===== config.mk =====
export PLATFORM = sky130hd
export DESIGN_NAME = mixed_mult_unit
export DESIGN_NICKNAME = d
export VERILOG_FILES = /design/src/rtl/mmu_pkg.sv /design/src/rtl/mmu_operand_ext.sv /design/src/rtl/mmu_array.sv /design/src/rtl/mmu_out_stage.sv /design/src/rtl/mixed_mult_unit.sv
export SDC_FILE = /design/constraint.sdc
export NUM_CORES = 1
export LEC_CHECK = 0
export BUFFER_PORTS_ARGS = -buffer_cell sky130_fd_sc_hd__buf_2
export CAP_MARGIN = 0
export CORE_MARGIN = 4
export CORE_UTILIZATION = 61
export CTS_BUF_LIST = sky130_fd_sc_hd__clkbuf_2 sky130_fd_sc_hd__clkbuf_4 sky130_fd_sc_hd__clkbuf_8
export CTS_CLUSTER_SIZE = 28
export DETAILED_ROUTE_END_ITERATION = 10
export PLACE_DENSITY = 0.76
export SYNTH_ARGS = -nofsm -noshare
export SYNTH_HDL_FRONTEND = slang
export SYNTH_SLANG_ARGS = --single-unit

===== constraint.sdc =====
create_clock -name clk -period 9.8 [get_ports clk]
set_input_delay 1.47 -clock clk [delete_from_list [all_inputs] [get_ports clk]]
set_output_delay 1.47 -clock clk [all_outputs]
set_load 0.02 [all_outputs]

===== src/rtl/mmu_pkg.sv =====
package mmu_pkg;

  typedef enum logic [2:0] {
    MD_SS    = 3'd0,
    MD_UU    = 3'd1,
    MD_AU_BS = 3'd2,
    MD_AS_BU = 3'd3,
    MD_SLIT  = 3'd4,
    MD_ULIT  = 3'd5,
    MD_BYTE  = 3'd6,
    MD_SPARE = 3'd7
  } mul_mode_e;

  // signedness of the first operand per mode
  function automatic logic first_is_signed(mul_mode_e m);
    return (m == MD_SS) || (m == MD_AS_BU) || (m == MD_SLIT);
  endfunction

  // signedness of the second operand per mode
  function automatic logic second_is_signed(mul_mode_e m);
    return (m == MD_SS) || (m == MD_AU_BS);
  endfunction

endpackage


===== src/rtl/mmu_operand_ext.sv =====
module mmu_operand_ext
  import mmu_pkg::*;
#(
  parameter int DATA_W    = 16,
  parameter int LIT_W     = 5,
  parameter int BYTE_W    = 8,
  parameter bit SECOND_OP = 1'b0
) (
  input  logic [DATA_W-1:0] raw,
  input  mul_mode_e         mode,
  output logic [DATA_W:0]   ext
);
  localparam int EXT_W = DATA_W + 1;

  logic [EXT_W-1:0] byte_ext;
  logic [EXT_W-1:0] full_ext;
  logic             is_signed;

  assign byte_ext = {{(EXT_W-BYTE_W){1'b0}}, raw[BYTE_W-1:0]};

  generate
    if (SECOND_OP) begin : g_second
      logic [EXT_W-1:0] lit_ext;
      assign is_signed = second_is_signed(mode);
      assign lit_ext   = {{(EXT_W-LIT_W){1'b0}}, raw[LIT_W-1:0]};
      always_comb begin
        full_ext = {is_signed & raw[DATA_W-1], raw};
        case (mode)
          MD_SLIT, MD_ULIT: ext = lit_ext;
          MD_BYTE:          ext = byte_ext;
          default:          ext = full_ext;
        endcase
      end
    end else begin : g_first
      assign is_signed = first_is_signed(mode);
      always_comb begin
        full_ext = {is_signed & raw[DATA_W-1], raw};
        ext = (mode == MD_BYTE) ? byte_ext : full_ext;
      end
    end
  endgenerate

endmodule


===== src/rtl/mmu_array.sv =====
module mmu_array #(
  parameter int IN_W  = 17,
  parameter int OUT_W = 32
) (
  input  logic [IN_W-1:0]  a,
  input  logic [IN_W-1:0]  b,
  output logic [OUT_W-1:0] p
);
  logic signed [IN_W-1:0]  sa;
  logic signed [IN_W-1:0]  sb;
  logic signed [OUT_W-1:0] sp;

  assign sa = $signed(a);
  assign sb = $signed(b);
  // low OUT_W bits of the signed product; both factors widen with sign
  assign sp = OUT_W'(sa * sb);
  assign p  = $unsigned(sp);

endmodule


===== src/rtl/mmu_out_stage.sv =====
module mmu_out_stage #(
  parameter int PROD_W = 32
) (
  input  logic              clk,
  input  logic              rst,
  input  logic              take,
  input  logic [PROD_W-1:0] next_prod,
  input  logic              sink_rdy,
  output logic              full,
  output logic [PROD_W-1:0] held_prod
);

  always_ff @(posedge clk) begin
    if (rst) begin
      full <= 1'b0;
    end else if (take) begin
      full <= 1'b1;
    end else if (sink_rdy) begin
      full <= 1'b0;
    end
  end

  always_ff @(posedge clk) begin
    if (take) held_prod <= next_prod;
  end

endmodule


===== src/rtl/mixed_mult_unit.sv =====
module mixed_mult_unit
  import mmu_pkg::*;
#(
  parameter int DATA_W = 16,
  parameter int LIT_W  = 5,
  parameter int BYTE_W = 8
) (
  input  logic                clk,
  input  logic                rst,
  input  logic                in_valid,
  output logic                in_ready,
  input  logic [DATA_W-1:0]   op_a,
  input  logic [DATA_W-1:0]   op_b,
  input  logic [2:0]          mode,
  output logic                out_valid,
  input  logic                out_ready,
  output logic [2*DATA_W-1:0] product
);
  localparam int EXT_W  = DATA_W + 1;
  localparam int PROD_W = 2 * DATA_W;

  mul_mode_e        md;
  logic [EXT_W-1:0] ext_a;
  logic [EXT_W-1:0] ext_b;
  logic [PROD_W-1:0] raw_prod;
  logic             take;

  assign md       = mul_mode_e'(mode);
  assign in_ready = !out_valid || out_ready;
  assign take     = in_valid && in_ready;

  mmu_operand_ext #(
    .DATA_W(DATA_W), .LIT_W(LIT_W), .BYTE_W(BYTE_W), .SECOND_OP(1'b0)
  ) u_ext_a (
    .raw(op_a), .mode(md), .ext(ext_a)
  );

  mmu_operand_ext #(
    .DATA_W(DATA_W), .LIT_W(LIT_W), .BYTE_W(BYTE_W), .SECOND_OP(1'b1)
  ) u_ext_b (
    .raw(op_b), .mode(md), .ext(ext_b)
  );

  mmu_array #(
    .IN_W(EXT_W), .OUT_W(PROD_W)
  ) u_array (
    .a(ext_a), .b(ext_b), .p(raw_prod)
  );

  mmu_out_stage #(
    .PROD_W(PROD_W)
  ) u_out (
    .clk(clk), .rst(rst), .take(take), .next_prod(raw_prod),
    .sink_rdy(out_ready), .full(out_valid), .held_prod(product)
  );

endmodule


==> results of run 1 <==
## state kept, by name (all words and copies together), names as in the netlist
signal           cells
u_out.held_prod     32
u_out.full           1
## cell families (layout without fill, tap and decap cells)
| kind of cell | after synthesis | in the layout |
|---|---|---|
| AO/OA/AOI/OAI | 77 | 77 |
| AND/OR/NAND/NOR | 372 | 372 |
| XOR/XNOR | 39 | 39 |
| adder cells (fa/ha/maj) | 364 | 364 |
| buffers and inverters | 361 | 400 |
| flip-flops | 33 | 33 |
## power by group
| part | switching [W] | total, W | internal (W) | leakage, nW |
|---|---|---|---|---|
| logic | 0.00230 | 0.00397 | 0.00167 | 6.01 |
| clock network | 0.0000668 | 0.000116 | 0.0000493 | 0.0439 |
| registers | 0.0000162 | 0.000423 | 0.000407 | 0.318 |
| total | 0.00239 | 0.00451 | 0.00213 | 6.38 |
## cell usage in the layout, fill, tap and decap left out, types with 2 or more instances in the layout
cell type	instances
edfxtp_1	32
a31oi_1	2
clkbuf_8	5
o21ai_0	9
a41oi_1	2
nor2_1	72
o21a_1	5
inv_1	317
a211oi_1	2
nand3_1	5
o311ai_0	2
and2_1	60
a221oi_1	2
a21o_1	5
or2_2	9
clkinv_2	2
a2111oi_0	2
a211o_1	3
nor3_1	3
nand2_1	143
buf_4	3
ha_1	82
nand2b_1	4
buf_2	72
and3_1	67
a21o_2	2
xor2_1	8
xnor2_1	31
o21bai_1	4
a21oi_1	22
fa_1	282
## metal layers
layer / wire (um) / share of wire / GRT usage
met1: 10700 / 0.37 / 0.363
met2: 14800 / 0.51 / 0.502
met3: 1940 / 0.067 / 0.0394
met4: 1350 / 0.047 / 0.116
met5: 0 / 0 / 0
## per-stage QoR
stage	hold WS [ns]	util	setup WS, ns
floorplan	0.729	-	2.45
CTS	0.512	0.655	1.98
finish	0.505	0.655	1.87
global route	0.535	0.655	1.50
detailed placement	0.502	0.651	1.63
global placement	0.490	0.651	1.85
## worst max-delay path, cell delays in order
cell and delay (ns):
buf_2 0.11, nand2b_1 0.69, nand2_1 0.38, nor2_1 0.24, fa_1 0.41, inv_1 0.08, fa_1 0.43, fa_1 0.51
inv_1 0.05, fa_1 0.49, fa_1 0.49, inv_1 0.05, fa_1 0.47, inv_1 0.04, ha_1 0.34, and4_4 0.28
and2_4 0.16, a32oi_2 0.13, o31ai_4 0.42, a41oi_2 0.25, or4b_1 0.51, o2111ai_1 0.10
## how the worst max path moves through the flow
stage,start,end,slack (ns),depth (start not counted)
floorplan,mode[0],u_out.held_prod[29],2.45,24
global placement,mode[2],u_out.held_prod[29],1.85,22
detailed placement,mode[1],u_out.held_prod[29],1.63,22
CTS,mode[1],u_out.held_prod[29],1.98,22
global route,mode[1],u_out.held_prod[31],1.50,20
finish,mode[1],u_out.held_prod[29],1.87,22
## cell type report
cell class	instances	area [um2]
well taps	260	325
inverters	317	1190
multi-input cells	852	9370
repair buffers	75	383
flip-flops and latches	33	981
fillers	1558	6490
clock buffers	5	68.8
clock inverters	3	17.5
==> metrics.txt, run 1 <==
starting density of the core=0.623; most used flip-flop cell after synthesis=edfxtp_1; post-cts hold buffer count=0; Clock H-tree levels=2; number of buffers created by CTS=5; cells taking the most area after synthesis=fa_1, inv_1, ha_1; starting DRC count in detailed routing=602; post-route fraction of the period consumed by the critical path=0.810; antenna fix cells=0; Min-Delay Path Class=flop to flop; placed insts=1,537; end point of the worst hold path=u_out.full; cell taking the most area after synthesis=fa_1; GRT Resource Usage Total=0.288; fraction of registers with async set/reset=0; worst reg2reg path endpoint=u_out.held_prod[30]; CP startpoint kind=primary input; hold path start=u_out.full; skew final=0.0241 ns; global-route wire length before repair=48,700 um; dominant combinational cell family by area after synthesis=adder cells; commonest cells in the synthesized netlist=inv_1, fa_1, nand2_1; register clock-pin slew on the reported worst setup and hold paths=0.10 ns; adder and majority gate portion of the synthesized area=0.569; Syn Std Cell Area=0.0117 mm2; gate count after technology mapping=1,246; launching point of the worst reg2reg path=u_out.full; reg2reg path depth=3; data required time at the worst endpoint=9.97 ns; share of the synthesized area in compound gates (AO/OA/AOI/OAI)=0.0480; worst slew slack as a fraction of its limit=0.413; peak supply drop=0.484 mV; number of I/O port buffers=72; number of flip-flops and latches in the synthesized netlist=33; clock sinks=33; Worst Max-Slew Pin Slew=0.881 ns; antenna violations before repair=0; critical path data arrival time=8.10 ns; maximum fanout encountered on the critical timing path=27; fraction of layout cells with a size suffix above 1=0.0802; number of nets in the layout=1,687; final critical path time including I/O delays and setup=7.93 ns; Simple-Gate Fraction of Synth Area=0.153; leading cell type by number of instances after synthesis=inv_1; kind of end point of the critical path=flop; pin count of the biggest net entering global routing=37; floorplan core area=0.0188 mm2; highest clock frequency the design can meet=126 MHz; yosys synthesis warning count=0; worst reg-to-reg setup slack=8.54 ns; buffer depth of the longest clock path=2; Pwr per Cell Area=366 mW/mm2; number of global-route vias before repair=9,525; final number of setup-violating endpoints=0; Vias=8,632; EDFF count, synth=32; remaining global-route overflow=0; Final Non-Filler Cells=1,545; Die ar.=0.0215 mm2; detailed-route wire length per cell=18.7 um; final RePlAce weighted congestion=0.996; library cell used as clock root buffer=clkbuf_8; post-detailed-route via-to-cell ratio=5.59; distinct cell type count after synthesis=56; CTS tree=yes; Post-Synthesis Net Count=1,649; HPWL reported at the end of detailed placement=23,900 um; die extent in y=147 um; critical path type=primary input to flop; number of cells on the worst hold path=2; placed instance area=0.0123 mm2; number of top-level pins=73; worst skew pair latency=0.32 ns; Final Total Pwr=0.00451 W; area growth from synthesis to layout=5.24%; finished layout cell area=0.0123 mm2; leakage dissipation=6.38 nW; max cap viols=0; cell row count=50; sequential element share of the synthesized area=0.0837; TritonRoute pass-1 iters=6; final routed wirelength across all metal layers=28,800 um; horizontal die dimension=147 um; post-synthesis mux area share=0; count of nets left with antenna violations after detail routing=0; average cell area after synthesis=9.41 um2; number of DRC violations after detailed routing=0; Pins Over Slew Limit=0; Hold Fails Final Rpt=0; run status=finished, final reports clean; number of gates given a new drive strength after cts=0; Setup Total Neg Slack=0 ns; RSZ-0062 raised after global routing=no; postcts setup bufs=0; synthesized-area fraction occupied by xor and xnor cells=0.0291; share of Yosys cell area claimed by the top area cell type=0.482
Note: power is estimated with default switching activity, not from simulation.
==> run 2, diff against run 1 <==
==> constraint.sdc (replaced) <==
create_clock -name clk -period 7.5 [get_ports clk]
set_input_delay 1.125 -clock clk [delete_from_list [all_inputs] [get_ports clk]]
set_output_delay 1.125 -clock clk [all_outputs]
set_load 0.02 [all_outputs]
==> run 2 against run 1 <==
Clock-buffer cell count grew 2. Utilization grew 1.3 points. Largest power group unchanged. Critical endpoint is now u_out.held_prod[31]. Power increased by 33%.
==> metrics.txt, run 2 (synthesized netlist as in run 1, its figures left out) <==
Hold Fails Final Rpt=0; final number of setup-violating endpoints=0; die extent in y=147 um; area growth from synthesis to layout=7.26%; most frequent cells in the layout=inv_1, fa_1, nand2_1; clock sinks=33; number of gates given a new drive strength after cts=0; post-detailed-route via-to-cell ratio=5.52; global routing usage on met3=0.0422; critical path type=primary input to flop; antenna violations before repair=0; remaining global-route overflow=0; Min-Delay Path Class=flop to flop; postcts setup bufs=0; RSZ-0062 raised after global routing=no; starting density of the core=0.623; number of top-level pins=73; finished layout cell area=0.0126 mm2; final worst setup slack=0.330 ns; library cell used as clock root buffer=clkbuf_8; kind of end point of the critical path=flop; cell row count=50; Clock H-tree levels=2; TritonRoute pass-1 iters=5; global-route wire length before repair=49,300 um; Worst Max-Slew Pin Slew=0.604 ns; data required time at the worst endpoint=7.56 ns; registers with the most flip-flops=u_out.held_prod: 32 flops, u_out.full: 1 flops; FILL cells=1,532; count of nets left with antenna violations after detail routing=0; final routed wirelength across all metal layers=29,400 um; placed instance area=0.0125 mm2; final critical path time including I/O delays and setup=7.17 ns; Final Non-Filler Cells=1,572; detailed-route wire length per cell=18.7 um; worst slew slack as a fraction of its limit=0.592; number of buffers created by CTS=5; worst slack at placement=0.0636 ns; register clock-pin slew on the reported worst setup and hold paths=0.08 ns; maximum fanout encountered on the critical timing path=23; number of global-route vias before repair=9,866; pin count of the biggest net entering global routing=33; critical path data arrival time=7.23 ns; run status=finished, final reports clean; Vias=8,676; Pwr per Cell Area=478 mW/mm2; horizontal die dimension=147 um; Die ar.=0.0215 mm2; max cap viols=0; CP startpoint kind=primary input; skew final=0.0115 ns; max FFs per register=32; number of DRC violations after detailed routing=0; most utilized layer in the global route result=met2; met1 routing resource usage after global routing=0.349; CTS tree=yes; most common cell after layout, fill and taps aside=inv_1; HPWL reported at the end of detailed placement=25,100 um; placed insts=1,564; number of nets in the layout=1,714; fraction of layout cells with a size suffix above 1=0.0991; worst skew pair latency=0.31 ns; leakage dissipation=6.52 nW; tightest hold margin=0.507 ns; GRT Resource Usage Total=0.295; highest clock frequency the design can meet=139 MHz; number of I/O port buffers=72; post-cts hold buffer count=0; buffer depth of the longest clock path=2; Setup Total Neg Slack=0 ns; post-route fraction of the period consumed by the critical path=0.956; Pins Over Slew Limit=0; final RePlAce weighted congestion=0.963; antenna fix cells=0; peak supply drop=0.642 mV; met2 usage=0.525; floorplan core area=0.0188 mm2; register with the most flip-flops=u_out.held_prod; starting DRC count in detailed routing=630
[run 2: cell count changes in the layout (fill, tap and decap cells not counted), sizes merged]
cell      delta
buf         +27
bufinv       +1
clkbuf       +2
clkinv       -2
clkinvlp     -1
[run 2: report_power, final]
| group | internal (W) | switching (W) |
|---|---|---|
| combinational | 0.00223 | 0.00303 |
| sequential | 0.000533 | 0.0000244 |
| clock | 0.000112 | 0.0000765 |
| total | 0.00288 | 0.00313 |
[run 2: final cells by class]
| type | instances | area (um2) | area share |
|---|---|---|---|
| sequential | 33 | 981 | 0.0780 |
| clock buffer | 7 | 90.1 | 0.00716 |
| tap | 260 | 325 | 0.0259 |
| multi-input combinational | 852 | 9370 | 0.745 |
| inverter | 317 | 1190 | 0.0946 |
| clock inverter | 1 | 30.0 | 0.00239 |
| timing repair buffer | 102 | 586 | 0.0466 |
[run 2: through the flow]
step                power [W]  utilization
floorplan             0.00462            -
global placement      0.00563        0.661
detailed placement    0.00581        0.661
CTS                   0.00603        0.668
global route          0.00670        0.668
finish                0.00601        0.668
[run 2: worst paths after layout]
kind	startpoint	endpoint	slack, ns	cells past startpoint
min	u_out.full	u_out.full	0.51	2
max reg2reg	u_out.full	u_out.held_prod[19]	6.24	3
min reg2reg	u_out.full	u_out.full	0.51	2
max	mode[0]	u_out.held_prod[31]	0.33	23
[run 2: metal layers]
| metal | vias to the layer above | routed length [um] |
|---|---|---|
| met3 | 114 | 1570 |
| met1 | 4385 | 10500 |
| met2 | 340 | 15500 |
| li1 | 3837 | - |
| met4 | 0 | 1810 |
| met5 | - | 0 |
[run 2: critical path: stages]
cell	delay [ns]
buf_2	0.10
nand2_1	0.07
nand2_1	0.18
buf_4	0.28
and2_1	0.45
nand2_1	0.13
fa_1	0.49
inv_1	0.05
fa_1	0.54
fa_1	0.42
fa_1	0.48
fa_1	0.52
inv_1	0.05
fa_1	0.47
inv_1	0.04
ha_1	0.22
a2111oi_0	0.39
o21ai_0	0.14
o311ai_0	0.18
o31ai_4	0.23
a41oi_2	0.31
o21ai_0	0.18
xnor2_1	0.15
==> run 3, diff against run 2 <==
--- a/config.mk
+++ b/config.mk
@@ -7,12 +7,14 @@
 export LEC_CHECK = 0
 export BUFFER_PORTS_ARGS = -buffer_cell sky130_fd_sc_hd__buf_2
 export CAP_MARGIN = 0
+export CELL_PAD_IN_SITES_DETAIL_PLACEMENT = 2
+export CELL_PAD_IN_SITES_GLOBAL_PLACEMENT = 2
 export CORE_MARGIN = 4
-export CORE_UTILIZATION = 61
+export CORE_UTILIZATION = 30
 export CTS_BUF_LIST = sky130_fd_sc_hd__clkbuf_2 sky130_fd_sc_hd__clkbuf_4 sky130_fd_sc_hd__clkbuf_8
 export CTS_CLUSTER_SIZE = 28
 export DETAILED_ROUTE_END_ITERATION = 10
-export PLACE_DENSITY = 0.76
+export PLACE_DENSITY = 0.6
 export SYNTH_ARGS = -nofsm -noshare
 export SYNTH_HDL_FRONTEND = slang
 export SYNTH_SLANG_ARGS = --single-unit
==> run 3 against run 2 <==
Power increased by 5.2%. Clock skew decreased by 0.0094 ns. Combinational power increased by 7.0%. Wire length increased by 28%. Worst setup slack improved by 0.12 ns. Utilization decreased by 33 points. Largest power group unchanged.
==> metrics.txt, run 3 (synthesized netlist as in run 1, its figures left out) <==
run status=finished, final reports clean; Clock H-tree levels=2; CP startpoint kind=primary input; Min-Delay Path Class=flop to flop; Pint=0.00298 W; GRT Resource Usage Total=0.190; final routed wirelength across all metal layers=37,700 um; utilization after layout=0.336; Pwr per Cell Area=486 mW/mm2; count of nets left with antenna violations after detail routing=0; detailed-route wire length per cell=20.4 um; global-route wire length before repair=60,300 um; Die ar.=0.0423 mm2; die extent in y=206 um; combined area of the multi-input logic cells=0.00938 mm2; finished layout cell area=0.0130 mm2; leakage dissipation=6.58 nW; placed instance area=0.0129 mm2; data required time at the worst endpoint=7.64 ns; post-cts hold buffer count=0; Worst Max-Slew Pin Slew=0.840 ns; maximum fanout encountered on the critical timing path=36; number of buffers created by CTS=5; fraction of power spent switching nets=0.528; Setup Total Neg Slack=0 ns; antenna violations before repair=1; HPWL reported at the end of detailed placement=32,600 um; area growth from synthesis to layout=10.9%; beginning of the critical path=mode[0]; registers with the most flip-flops=u_out.held_prod: 32 flops, u_out.full: 1 flops; max FFs per register=32; hold path start=u_out.full; launching point of the worst reg2reg path=u_out.full; floorplan core area=0.0386 mm2; register clock-pin slew on the reported worst setup and hold paths=0.07 ns; skew final=0.00215 ns; number of global-route vias before repair=10,400; tightest hold margin=0.511 ns; library cell used as clock root buffer=clkbuf_8; FILL cells=4,329; horizontal die dimension=206 um; final critical path time including I/O delays and setup=7.06 ns; CTS tree=yes; RSZ-0062 raised after global routing=no; critical path type=primary input to flop; post-route fraction of the period consumed by the critical path=0.941; number of top-level pins=73; final number of setup-violating endpoints=0; worst slew slack as a fraction of its limit=0.440; number of nets in the layout=1,727; Vias=8,572; Storage cell area=981 um2; max cap viols=0; fraction of layout cells with a size suffix above 1=0.112; sequential fraction of design power=0.088; kind of end point of the critical path=flop; number of DRC violations after detailed routing=0; Final Total Pwr=0.00632 W; most frequent cells in the layout=inv_1, fa_1, nand2_1; number of I/O port buffers=72; starting density of the core=0.303; highest clock frequency the design can meet=142 MHz; critical path data arrival time=7.19 ns; net switching power=0.00334 W; Hold Fails Final Rpt=0; TritonRoute pass-1 iters=4; final RePlAce weighted congestion=0.814; most common cell after layout, fill and taps aside=inv_1; number of gates given a new drive strength after cts=0; share of power burned in combinational logic=0.890; buffer depth of the longest clock path=2; Pins Over Slew Limit=0; remaining global-route overflow=0; pin count of the biggest net entering global routing=37; cell row count=72; starting DRC count in detailed routing=249; clock sinks=33; postcts setup bufs=0; worst skew pair latency=0.30 ns; clock network fraction of total power=0.022; register with the most flip-flops=u_out.held_prod; peak supply drop=0.342 mV; post-detailed-route via-to-cell ratio=4.65
==> run 3: worst paths after layout <==
kind,end,slack [ns],depth (start not counted)
worst max-delay path,u_out.held_prod[29],0.44,23
worst min-delay path,u_out.full,0.51,2
worst max register to register,u_out.held_prod[31],5.99,2
worst min register to register,u_out.full,0.51,2
==> run 3: final cells by class <==
class                   instances  area share
multi-input cells             852       0.722
flip-flops and latches         33      0.0755
inverters                     317      0.0915
clock inverters                 3     0.00135
diodes                          1    0.000193
clock buffers                   5     0.00529
repair buffers                115      0.0545
well taps                     518      0.0499
==> run 3: metrics by stage <==
stage          std cells  setup WS [ns]
2_1_floorplan       1246          0.491
3_3_place_gp        1835        -0.0116
3_5_place_dp        1835        -0.0539
4_1_cts             1843          0.271
5_1_grt             1843         0.0966
6_report            1844          0.445
==> run 3: critical path, cell delays in order <==
cell,delay [ns]
buf_2,0.12
nand3b_1,0.20
buf_12,0.19
nand2_1,0.16
nor2_1,0.09
fa_1,0.54
inv_1,0.05
fa_1,0.47
fa_1,0.54
inv_1,0.06
fa_1,0.49
fa_1,0.50
inv_1,0.05
fa_1,0.48
inv_1,0.04
ha_1,0.30
and4_4,0.26
and2_4,0.15
a32oi_2,0.16
o31ai_4,0.41
a41oi_2,0.20
or4b_1,0.49
o2111ai_1,0.10
==> run 3: power groups by stage <==
stage | combinational [W] | clock, W | sequential [W]
5_1_grt | 0.00643 | 0.000160 | 0.000564
2_1_floorplan | 0.00395 | 0 | 0.000666
6_report | 0.00563 | 0.000138 | 0.000556
3_3_place_gp | 0.00564 | 0 | 0.000560
4_1_cts | 0.00580 | 0.000150 | 0.000559
3_5_place_dp | 0.00576 | 0 | 0.000559
==> run 3: routing by layer <==
layer | share of wire | vias up | track usage
met5 | 0 | - | 0
met4 | 0.023 | 0 | 0.0368
met3 | 0.018 | 38 | 0.0164
met2 | 0.55 | 89 | 0.366
met1 | 0.41 | 4580 | 0.230
li1 | - | 3865 | -
